$ cat src/rtl/clksw_pkg.sv
package clksw_pkg;

  typedef enum logic [1:0] {
    ST_RUN_PRI = 2'd0,  // running from primary
    ST_RUN_SEC = 2'd1,  // running from secondary by software choice
    ST_OST     = 2'd2,  // on secondary, primary settling
    ST_FAILED  = 2'd3   // fallback after primary loss, held until reset
  } clksw_state_e;

  // crystal/resonator modes need the start-up timer
  function automatic logic is_crystal(input logic [2:0] mode);
    return (mode == 3'b000) || (mode == 3'b001) || (mode == 3'b010);
  endfunction

endpackage

$ cat src/rtl/clksw_sync.sv
module clksw_sync #(
  parameter int STAGES = 2
) (
  input  logic clk_i,
  input  logic rst_i,
  input  logic d_i,
  output logic q_o
);
  logic [STAGES-1:0] sh_q;

  always_ff @(posedge clk_i) begin
    if (rst_i) sh_q <= '0;
    else       sh_q <= {sh_q[STAGES-2:0], d_i};
  end

  assign q_o = sh_q[STAGES-1];
endmodule

$ cat src/rtl/clksw_evt.sv
module clksw_evt #(
  parameter int FRQ_W = 3
) (
  input  logic             clk_i,
  input  logic             rst_i,
  input  logic             src_i,
  input  logic [FRQ_W-1:0] frq_i,
  output logic             src_rise_o,
  output logic             src_fall_o,
  output logic             frq_chg_o
);
  logic             src_q;
  logic [FRQ_W-1:0] frq_q;

  // reset loads current values so reset itself is not seen as an edge
  always_ff @(posedge clk_i) begin
    src_q <= src_i;
    frq_q <= frq_i;
  end

  assign src_rise_o = !rst_i &&  src_i && !src_q;
  assign src_fall_o = !rst_i && !src_i &&  src_q;
  assign frq_chg_o  = !rst_i && (frq_i != frq_q);
endmodule

$ cat src/rtl/clksw_shared_ctr.sv
module clksw_shared_ctr #(
  parameter int OST_CYCLES = 1024,
  parameter int WDT_LIMIT  = 65536
) (
  input  logic clk_i,
  input  logic rst_i,
  input  logic ost_mode_i,   // 1: start-up timer on primary ticks
  input  logic clr_i,        // transition complete or started
  input  logic prim_tick_i,
  input  logic sec_tick_i,
  output logic ost_last_o,   // final settling tick this cycle
  output logic wdt_hit_o     // final watchdog tick this cycle
);
  localparam int MAXC = (OST_CYCLES > WDT_LIMIT) ? OST_CYCLES : WDT_LIMIT;
  localparam int CW   = $clog2(MAXC);

  logic [CW-1:0] cnt_q;
  logic          step;

  assign step       = ost_mode_i ? prim_tick_i : sec_tick_i;
  assign ost_last_o = ost_mode_i && prim_tick_i && (cnt_q == CW'(OST_CYCLES - 1));
  assign wdt_hit_o  = !ost_mode_i && sec_tick_i && (cnt_q == CW'(WDT_LIMIT - 1));

  always_ff @(posedge clk_i) begin
    if (rst_i || clr_i || wdt_hit_o) cnt_q <= '0;
    else if (step)                   cnt_q <= cnt_q + CW'(1);
  end

  // a clear request always leaves the count at zero
  p_clear_zero_r11: assert property (@(posedge clk_i) disable iff (rst_i)
    clr_i |=> (cnt_q == '0));

  // after a timeout the watchdog restarts from zero
  p_wdt_restart_r9: assert property (@(posedge clk_i) disable iff (rst_i)
    wdt_hit_o |=> (cnt_q == '0));

  // settling never counts past its terminal value
  p_ost_bound_r3: assert property (@(posedge clk_i) disable iff (rst_i)
    ost_mode_i |-> (int'(cnt_q) < OST_CYCLES));
endmodule

$ cat src/rtl/clk_switch_ctrl.sv
module clk_switch_ctrl
  import clksw_pkg::*;
#(
  parameter int OST_CYCLES  = 1024,
  parameter int WDT_LIMIT   = 65536,
  parameter int SYNC_STAGES = 2,
  parameter int FRQ_W       = 3
) (
  input  logic             clk_i,
  input  logic             rst_i,
  input  logic [2:0]       prim_mode_i,
  input  logic             src_sel_i,
  input  logic [FRQ_W-1:0] frq_sel_i,
  input  logic             two_speed_en_i,
  input  logic             fail_safe_en_i,
  input  logic             wake_i,
  input  logic             osc_fail_i,
  input  logic             prim_tick_i,
  input  logic             sec_tick_i,
  output logic             clk_sel_o,
  output logic             switch_done_o,
  output logic             wdt_timeout_o
);
  clksw_state_e state_q, nxt, rst_st;
  logic crystal, ts_any, fail_s;
  logic src_rise, src_fall, frq_chg;
  logic ost_last, wdt_hit, done_c, clr_c;

  assign crystal = is_crystal(prim_mode_i);
  assign ts_any  = two_speed_en_i || fail_safe_en_i;

  clksw_sync #(.STAGES(SYNC_STAGES)) u_fail_sync (
    .clk_i (clk_i),
    .rst_i (rst_i),
    .d_i   (osc_fail_i),
    .q_o   (fail_s)
  );

  clksw_evt #(.FRQ_W(FRQ_W)) u_evt (
    .clk_i      (clk_i),
    .rst_i      (rst_i),
    .src_i      (src_sel_i),
    .frq_i      (frq_sel_i),
    .src_rise_o (src_rise),
    .src_fall_o (src_fall),
    .frq_chg_o  (frq_chg)
  );

  clksw_shared_ctr #(.OST_CYCLES(OST_CYCLES), .WDT_LIMIT(WDT_LIMIT)) u_ctr (
    .clk_i       (clk_i),
    .rst_i       (rst_i),
    .ost_mode_i  (state_q == ST_OST),
    .clr_i       (clr_c),
    .prim_tick_i (prim_tick_i),
    .sec_tick_i  (sec_tick_i),
    .ost_last_o  (ost_last),
    .wdt_hit_o   (wdt_hit)
  );

  // state loaded while reset is held
  always_comb begin
    if (!crystal)      rst_st = ST_RUN_PRI;
    else if (src_sel_i) rst_st = ST_RUN_SEC;
    else if (ts_any)    rst_st = ST_OST;
    else                rst_st = ST_RUN_PRI;
  end

  always_comb begin
    nxt    = state_q;
    done_c = 1'b0;
    clr_c  = 1'b0;
    unique case (state_q)
      ST_RUN_PRI: begin
        if (crystal) begin
          if (fail_safe_en_i && fail_s) begin
            nxt = ST_FAILED;  done_c = 1'b1; clr_c = 1'b1;
          end else if (src_rise) begin
            nxt = ST_RUN_SEC; done_c = 1'b1; clr_c = 1'b1;
          end else if (wake_i && ts_any && !src_sel_i) begin
            nxt = ST_OST;     clr_c = 1'b1;
          end
        end
      end
      ST_RUN_SEC: begin
        if (src_fall) begin
          nxt = ST_OST; clr_c = 1'b1;
        end else if (frq_chg) begin
          done_c = 1'b1; clr_c = 1'b1;
        end
      end
      ST_OST: begin
        if (src_rise) begin
          nxt = ST_RUN_SEC; done_c = 1'b1; clr_c = 1'b1;
        end else if (ost_last) begin
          nxt = ST_RUN_PRI; done_c = 1'b1; clr_c = 1'b1;
        end
      end
      ST_FAILED: ;
      default: nxt = ST_RUN_PRI;
    endcase
  end

  always_ff @(posedge clk_i) begin
    if (rst_i) begin
      state_q       <= rst_st;
      clk_sel_o     <= (rst_st != ST_RUN_PRI);
      switch_done_o <= 1'b0;
      wdt_timeout_o <= 1'b0;
    end else begin
      state_q       <= nxt;
      clk_sel_o     <= (nxt != ST_RUN_PRI);
      switch_done_o <= done_c;
      wdt_timeout_o <= wdt_hit;
    end
  end

  // no timeout can come out of a settling cycle
  p_no_wdt_in_ost_r10: assert property (@(posedge clk_i) disable iff (rst_i)
    (state_q == ST_OST) |=> !wdt_timeout_o);

  // fallback is held until reset
  p_fail_sticky_r5: assert property (@(posedge clk_i) disable iff (rst_i)
    (state_q == ST_FAILED) |=> ((state_q == ST_FAILED) && clk_sel_o));

  // non-crystal modes never leave the primary
  p_nonxtal_primary_r2: assert property (@(posedge clk_i) disable iff (rst_i)
    !crystal |-> (state_q == ST_RUN_PRI));

  // terminal settling tick hands back to the primary with a done pulse
  p_ost_return_r3: assert property (@(posedge clk_i) disable iff (rst_i)
    ((state_q == ST_OST) && !src_rise && ost_last) |=> (!clk_sel_o && switch_done_o));

  // synchronised failure on the primary forces the fallback
  p_fail_to_sec_r4: assert property (@(posedge clk_i) disable iff (rst_i)
    ((state_q == ST_RUN_PRI) && crystal && fail_safe_en_i && fail_s)
      |=> (clk_sel_o && switch_done_o));
endmodule

$ cat config.mk
export PLATFORM = sky130hd
export DESIGN_NAME = clk_switch_ctrl
export DESIGN_NICKNAME = d
export VERILOG_FILES = /design/src/rtl/clksw_pkg.sv /design/src/rtl/clksw_sync.sv /design/src/rtl/clksw_evt.sv /design/src/rtl/clksw_shared_ctr.sv /design/src/rtl/clk_switch_ctrl.sv
export SDC_FILE = /design/constraint.sdc
export NUM_CORES = 1
export LEC_CHECK = 0
export BUFFER_PORTS_ARGS = -buffer_cell sky130_fd_sc_hd__buf_2
export CAP_MARGIN = 20
export CORE_UTILIZATION = 25
export CTS_CLUSTER_DIAMETER = 120
export DETAILED_ROUTE_END_ITERATION = 7
export GPL_ROUTABILITY_DRIVEN = 0
export SKIP_CTS_REPAIR_TIMING = 1
export SLEW_MARGIN = 15
export SYNTH_ARGS = -nofsm -noshare
export SYNTH_HDL_FRONTEND = slang
export SYNTH_SLANG_ARGS = --single-unit
$ cat constraint.sdc
create_clock -name clk_i -period 2.7 [get_ports clk_i]
set_input_delay 0.27 -clock clk_i [delete_from_list [all_inputs] [get_ports clk_i]]
set_output_delay 0.27 -clock clk_i [all_outputs]
set_load 0.02 [all_outputs]
Word-level counts from Yosys, hierarchy flattened
Cells that the tools add are included.
{ "totals": {"ff_bits": 27, "output_inout_bits": 3} }
{ "classes": {"n_addsub": 1, "n_eq_ne": 7, "muxes": 28, "reduce_logical": 25} }
{ "op_table": {"columns": ["cell", "n"], "rows": [
  ["$mux W2", 11],
  ["$add A16 B1 Y16 const B", 1],
  ["$eq A16 B10 Y1 const B", 1],
  ["$eq A16 B16 Y1 const B", 1],
  ["$mux W1", 14],
  ["$logic_and A1 B1 Y1", 12],
  ["$pmux W1 S3", 2],
  ["$pmux W2 S3", 1],
  ["$logic_or A1 B1 Y1", 5],
  ["$logic_not A1 Y1", 4],
  ["$reduce_bool A2 Y1", 2],
  ["$eq A3 B1 Y1 const B", 1],
  ["$eq A3 B2 Y1 const B", 1],
  ["$logic_not A3 Y1", 1],
  ["$ne A3 B3 Y1", 1],
  ["$eq A2 B1 Y1 const B", 1],
  ["$eq A2 B2 Y1 const B", 1],
  ["$logic_not A2 Y1", 1]
]} }

Depth between registers and ports, before layout
Gate-level depths: netlist (run 1).
{ "depth": {"word_depth": 10, "ltp_mapped": 7} }

By module
Synthesis (run 1) repeated with hierarchy kept, for this count alone.
{ "hier_totals": {"hier_cells": 149, "area_unflattened_um2": 1330.0} }
{ "modules_own_cells": {"columns": ["mod", "n_inst", "cells_each", "area_per_inst_um2"], "rows": [
  ["clksw_shared_ctr", 1, 96, 823.3],
  ["clk_switch_ctrl", 1, 39, 326.6],
  ["clksw_evt", 1, 10, 127.6],
  ["clksw_sync", 1, 4, 52.6]
]} }

Worst setup path before layout (run 1)
OpenSTA, ideal clock, no wires.
{ "synth_timing": {"path_type": "register -> register", "start": "reg u_ctr.cnt_q[0]", "end": "reg u_ctr.cnt_q[5]", "setup_ns": 0.115, "arrival_time_ns": 1.770, "t_required_ns": 2.585, "path_slack_ns": 0.816, "path_stages_with_launch": 8, "n_path_buf": 1, "synth_period_minus_slack_ns": 1.884, "cell_sequence": "dfxtp_1 -> ha_1 -> and3_1 -> nand4_4 -> or4_4 -> o2111ai_4 -> buf_6 -> nor2_1"} }
{ "synth_via": {"elab_chain_len": 7, "elab_cells_between_ends": 10, "classes_between": "add/sub (1); eq/ne (2); mux (3); reduce/logical (4)"} }
{ "synth_rtl": {"columns": ["item", "line", "text"], "rows": [
  ["from (decl)", "clksw_shared_ctr.sv:17", "logic [CW-1:0] cnt_q;"],
  ["from (signal assigned)", "clksw_shared_ctr.sv:26", "else if (step) cnt_q <= cnt_q + CW'(1);"],
  ["$eq A16 B10 Y1", "clksw_shared_ctr.sv:21", "assign ost_last_o = ost_mode_i && prim_tick_i && (cnt_q == CW'(OST_CYCLES - 1));"],
  ["$logic_and A1 B1 Y1", "clksw_shared_ctr.sv:21", null],
  ["$mux W1", "clk_switch_ctrl.sv:94", "end else if (ost_last) begin"],
  ["$mux W1", "clk_switch_ctrl.sv:92", "if (src_rise) begin"],
  ["$pmux W1 S3", "clk_switch_ctrl.sv:72", "unique case (state_q)"],
  ["$logic_or A1 B1 Y1 (2 in series)", "clksw_shared_ctr.sv:25", "if (rst_i || clr_i || wdt_hit_o) cnt_q <= '0;"]
]} }
Several ways; a longest one is shown, not always the timed one.
A chain may end at the register's enable or synchronous reset.

Worst setup path after layout (run 1)
{ "layout_timing": {"start": "reg state_q[1]", "end": "reg u_ctr.cnt_q[15]"} }
{ "layout_via": {"elab_chain_len": 8, "elab_cells_between_ends": 14, "classes_between": "eq/ne (2); mux (4); reduce/logical (8)"} }
{ "layout_rtl": {"columns": ["item", "line", "text"], "rows": [
  ["from (decl)", "clk_switch_ctrl.sv:24", "clksw_state_e state_q, nxt, rst_st;"],
  ["from (signal assigned)", "clk_switch_ctrl.sv:105", "state_q <= rst_st;"],
  ["from (signal assigned)", "clk_switch_ctrl.sv:110", "state_q <= nxt;"],
  ["$eq A2 B2 Y1", "clk_switch_ctrl.sv:52, clk_switch_ctrl.sv:72", null],
  ["$logic_and A1 B1 Y1 (2 in series)", "clksw_shared_ctr.sv:21", null],
  ["$mux W1", "clk_switch_ctrl.sv:94", null],
  ["$mux W1", "clk_switch_ctrl.sv:92", null],
  ["$pmux W1 S3", "clk_switch_ctrl.sv:72", null],
  ["$logic_or A1 B1 Y1 (2 in series)", "clksw_shared_ctr.sv:25", null]
]} }
Several ways; a longest one is shown, not always the timed one.

==> results.cfg, run 1 <==
[outcome]
run_status = finished, final reports clean

[floorplanning]
dieArea_um2 = 5450
start_util_pct = 26.6
coreArea_um2 = 4850
die_w_um = 73.8
fp-row-count = 25
ios = 18
die-height_um = 73.8

[drt]
drtPass1Iterations = 4
postRouteAntennaNets = 0
drt_iter0_markers = 47
wire_per_inst_um = 10.4
wirelength_um = 2320
via_per_inst = 4.43
vias = 992
drc = 0

[sta]
period_minus_slack_ns = 1.99
final-hold-violation-count = 0
finalCritPeriodShare_pct = 73.7
setup_viol = 0
tightest_slew_ns = 0.750
rsz0062_at_grt = false
fin_tns_setup_ns = 0
drv_slew = 0
timing.slew.headroom_pct = 48.7
max_freq_mhz = 503
finClkSkew_ns = 0.0136

[clock_tree]
cts_buffer_depth = 2
path_clk_slew_ns = 0.10
cts_root_buf = clkbuf_8
worstSkewPairLatency_ns = 0.27
cts_tree = done
htree_levels = 1
cts_buffers = 3
cts_sinks = 27

[yosys]
synth_cells = 141
syn_area_um2 = 1290
yosys.area.top_type_share_pct = 41.9
synth_flop_cell = dfxtp_1
synth_seq_cells = 27
syn_nets = 157
ys_seq_area_share_pct = 41.9
yosys.area.top_type = dfxtp_1
synth_edf_count = 0
synth.avg_cell_area_um2 = 9.14
yosysWarnings = 0
ys_types = 43
synth_async_sr_flop_share_pct = 0
synth_area_leaders = dfxtp_1, xnor2_1, nor2_1

[critical_path]
cp_slowest_cell = or4_1
setup.worst_path.start_class = flip-flop
crit_fanout = 17
arrival_ns = 2.20
r2r_slack_ns = 0.71
required_ns = 2.91
end_kind = flip-flop
critical-path-max-stage-delay_ns = 0.57
critPathKind = flip-flop to flip-flop
worstPathCellList = and3b_1 -> a21oi_2 -> or4_1 -> or3_1 -> a21oi_1

[pwr]
p_sw_share_pct = 25.9
max-vdd-ir-drop_v = 0.000292
power_frac_comb_pct = 13.7
power_density_nw_per_um2 = 517
seq_power_share_pct = 56.8
clkPwrFrac_pct = 29.5
internal_power_mw = 0.564
switchingPower_mw = 0.197
leakagePower_nw = 0.509

[global_routing]
track_usage_pct = 10.0
grt_pass1_wl_um = 4260
grt_pass1_vias = 1001
grt_max_degree = 18
antenna_found_initial = 0
grt_overflow = 0

[placed_design]
io_buffers = 17
place_area_um2 = 1430
dp_hpwl_um = 1740

[finish]
num-fill-cells = 502
fin_nets = 174
syn_to_final_growth_pct = 14.4
diodes = 0
final_layout_size_suffix_gt1_share_pct = 18.5
fin_area_um2 = 1470

[worst_hold_path]
hold_class = input pin to flip-flop

[flow_run]
maxCapViolations = 0
-- final cells by class --
cell class              count  area [um2]  share of cell area [%]
clock buffers               3        41.3                    2.80
clock inverters             1        5.00                   0.340
inverters                   1        3.75                   0.255
multi-input cells         108         714                    48.5
flip-flops and latches     27         541                    36.7
well taps                  67        83.8                    5.69
repair buffers             17        85.1                    5.77
-- registers in the layout, summed over array words and instances, names as in the netlist --
signal,flops
u_ctr.cnt_q,16
u_evt.frq_q,3
state_q,2
u_fail_sync.sh_q,2
clk_sel_o,1
switch_done_o,1
u_evt.src_q,1
wdt_timeout_o,1
-- power by group through the flow --
stage | sequential [mW] | clock, mW | combinational [mW]
6_report | 0.432 | 0.225 | 0.104
5_1_grt | 0.436 | 0.257 | 0.118
3_5_place_dp | 0.442 | 0 | 0.105
2_1_floorplan | 0.440 | 0 | 0.0809
3_3_place_gp | 0.441 | 0 | 0.105
4_1_cts | 0.432 | 0.236 | 0.105
-- cells in the final DEF, fill, tap and decap left out, types with 2 or more instances in the layout --
cell type,instances
nor3_1,3
o211ai_1,2
nor4_1,3
a221oi_1,2
nor2b_1,4
or4_1,2
buf_2,17
or3_1,2
nand4_1,2
xnor2_1,15
nand2_1,10
dfxtp_1,27
o21ai_0,4
nand2b_1,4
a21oi_1,4
nor3b_1,2
nor4b_1,2
nor2_1,20
o21a_1,2
clkbuf_8,3
nand3_1,5
-- cells in the mapped netlist, drive strengths merged (2+ instances only) --
cell     instances
o21a             2
nor2b            4
xnor2           15
o21ai            4
nand2b           5
and4             2
or3              2
nor2            20
nor4b            2
a221oi           2
or4              3
nor3             3
clkbuf           3
nor4             3
buf              2
dfxtp           27
nand2           10
a21oi            5
o211ai           2
nor3b            2
nand4            3
o2111ai          2
nand3            5
-- worst max-delay path: cells and delay by family (launching register included) --
| kind | cells | cell delay, ns |
|---|---|---|
| AO/OA/AOI/OAI | 2 | 0.27 |
| flip-flops | 1 | 0.51 |
| AND/OR/NAND/NOR | 3 | 1.13 |
-- path summary, 6_finish.rpt --
kind | from | to | depth (start not counted)
hold reg to reg | u_fail_sync.sh_q[0] | u_fail_sync.sh_q[1] | 1
setup / recovery | state_q[1] | u_ctr.cnt_q[15] | 5
hold / removal | frq_sel_i[2] | u_evt.frq_q[2] | 1
setup reg to reg | state_q[1] | u_ctr.cnt_q[15] | 5
-- layer usage --
metal  wire, um  vias up  track usage, %
li1           -      533               -
met1       1210      436            12.9
met2        969       21            15.5
met3        106        2            3.29
met4         34        0            3.85
met5          0        -               0
-- metrics by stage --
| step | power, mW | instances | util (%) | worst slack (ns) | hold slack, ns |
|---|---|---|---|---|---|
| floorplan | 0.521 | 141 | - | 0.816 | 0.298 |
| global route | 0.810 | 224 | 30.4 | 0.557 | 0.109 |
| CTS | 0.774 | 224 | 30.4 | 0.706 | 0.115 |
| detailed placement | 0.547 | 220 | 29.4 | 0.725 | 0.400 |
| global placement | 0.546 | 220 | 29.4 | 0.727 | 0.399 |
| finish | 0.761 | 224 | 30.4 | 0.710 | 0.127 |
-- cells by family (layout without fill, tap and decap cells) --
logic type / Yosys count / count (layout) / synth area share [%]
XOR/XNOR: 16 / 16 / 10.9
multiplexers: 1 / 1 / 0.777
AND/OR/NAND/NOR: 68 / 68 / 29.8
buffers and inverters: 6 / 22 / 2.62
AO/OA/AOI/OAI: 22 / 22 / 13.0
flip-flops: 27 / 27 / 41.9
adder cells (fa/ha/maj): 1 / 1 / 0.971
Power figures use the tool's default switching activity.
==> run 2, diff against run 1 <==
Clock period 2.7 ns to 2.05 ns, I/O delays scaled along.
==> results.cfg, run 2 (same netlist as run 1, synthesis figures left out) <==
[outcome]
run_status = finished, final reports clean

[sta]
rsz0062_at_grt = false
tightest_slew_ns = 0.627
period_minus_slack_ns = 1.94
finClkSkew_ns = 0.00764
timing.slew.headroom_pct = 57.7
fin_ws_ns = 0.113
max_freq_mhz = 516
finalCritPeriodShare_pct = 94.5
drv_slew = 0
holdWs_ns = 0.0587
fin_tns_setup_ns = 0
setup_viol = 0
final-hold-violation-count = 0

[critical_path]
regToRegEndpoint = u_ctr.cnt_q[13]
r2r_slack_ns = 0.11
setup.worst_path.start_class = flip-flop
worstPathCellList = ha_1 -> and3_4 -> nand4_4 -> or4_4 -> o2111ai_4 -> nor2_1
required_ns = 2.20
critical-path-max-stage-delay_ns = 0.62
crit_fanout = 8
cp_slowest_cell = or4_4
critPathKind = flip-flop to flip-flop
end_kind = flip-flop
regToRegStartpoint = u_ctr.cnt_q[0]
arrival_ns = 2.09
reg2reg_depth = 6

[clock_tree]
cts_buffer_depth = 2
cts_buffers = 3
path_clk_slew_ns = 0.08
cts_tree = done
htree_levels = 1
worstSkewPairLatency_ns = 0.27
cts_sinks = 27
cts_root_buf = clkbuf_8

[pwr]
seq_power_share_pct = 55.2
max-vdd-ir-drop_v = 0.000353
leakagePower_nw = 0.528
switchingPower_mw = 0.266
p_sw_share_pct = 25.9
clkPwrFrac_pct = 28.7
internal_power_mw = 0.761
power_density_nw_per_um2 = 669
power_frac_comb_pct = 16.1

[worst_hold_path]
hold_depth = 1
hp-start = frq_sel_i[2]
hold_class = input pin to flip-flop
min_to = u_evt.frq_q[2]

[global_routing]
antenna_found_initial = 0
grt_max_degree = 17
grt_pass1_vias = 999
track_usage_pct = 10.2
grt_overflow = 0
grt_pass1_wl_um = 4330

[finish]
diodes = 0
fin_nets = 179
final_common_cell = dfxtp_1
largest_register_ffs = 16
fin_area_um2 = 1530
layout_common_cells = dfxtp_1, nor2_1, buf_2
reg_top3 = u_ctr.cnt_q (16), u_evt.frq_q (3)
syn_to_final_growth_pct = 19.0
num-fill-cells = 519
largest_register = u_ctr.cnt_q
final_layout_size_suffix_gt1_share_pct = 21.0

[flow_run]
maxCapViolations = 0

[floorplanning]
ios = 18
dieArea_um2 = 5450
coreArea_um2 = 4850
die_w_um = 73.8
start_util_pct = 26.6
die-height_um = 73.8
fp-row-count = 25

[placed_design]
dp_hpwl_um = 1790
io_buffers = 17
place_area_um2 = 1460
pre_cts_ws_ns = 0.0555

[drt]
wirelength_um = 2530
drtPass1Iterations = 4
vias = 1036
wire_per_inst_um = 11.0
drt_iter0_markers = 40
drc = 0
postRouteAntennaNets = 0
via_per_inst = 4.52
run 2: cell count changes in the layout (fill, tap and decap cells not counted):
cell,change
buf_4,+4
and3_4,+1
and3_1,-1
o2111ai_4,+1
clkinv_2,-1
clkbuf_1,+1
run 2: worst max-delay path: cells and delay by family, from the launching register on:
kind / cells / cell delay (ns)
AO/OA/AOI/OAI: 1 / 0.16
adder cells (fa/ha/maj): 1 / 0.22
flip-flops: 1 / 0.37
AND/OR/NAND/NOR: 4 / 1.07
run 2: power by group through the flow:
stage | clock (mW) | sequential (mW) | combinational (mW)
5_1_grt | 0.334 | 0.570 | 0.185
3_3_place_gp | 0 | 0.578 | 0.155
4_1_cts | 0.311 | 0.566 | 0.155
3_5_place_dp | 0 | 0.579 | 0.155
2_1_floorplan | 0 | 0.579 | 0.107
6_report | 0.295 | 0.566 | 0.165
run 2: layout make-up:
| cell class | instances | area (um2) | area share, % |
|---|---|---|---|
| Tap cell | 67 | 83.8 | 5.46 |
| Clock buffer | 4 | 45.0 | 2.94 |
| Timing Repair Buffer | 21 | 115 | 7.50 |
| Multi-Input combinational cell | 109 | 746 | 48.6 |
| Sequential cell | 27 | 541 | 35.2 |
| Inverter | 1 | 3.75 | 0.245 |
run 2: how the worst max path moves through the flow:
stage / startpoint / endpoint / slack (ns) / depth (start not counted)
floorplan: u_ctr.cnt_q[0] / u_ctr.cnt_q[5] / 0.17 / 7
global placement: u_ctr.cnt_q[0] / u_ctr.cnt_q[7] / 0.12 / 6
detailed placement: u_ctr.cnt_q[0] / u_ctr.cnt_q[13] / 0.06 / 6
CTS: u_ctr.cnt_q[0] / u_ctr.cnt_q[13] / 0.04 / 6
global route: u_ctr.cnt_q[0] / u_ctr.cnt_q[9] / 0.01 / 6
finish: u_ctr.cnt_q[0] / u_ctr.cnt_q[13] / 0.11 / 6
run 2: through the flow:
| step | total power [mW] | std cells | utilization (%) |
|---|---|---|---|
| floorplan | 0.686 | 141 | - |
| global placement | 0.732 | 224 | 30.1 |
| detailed placement | 0.733 | 224 | 30.1 |
| CTS | 1.03 | 228 | 31.0 |
| global route | 1.09 | 229 | 31.6 |
| finish | 1.03 | 229 | 31.6 |
run 2: routing by layer:
| layer | part of all wire (%) | global-route usage [%] |
|---|---|---|
| met4 | 0.99 | 3.21 |
| met5 | 0 | 0 |
| met2 | 43 | 15.9 |
| met1 | 52 | 13.5 |
| met3 | 3.9 | 3.16 |
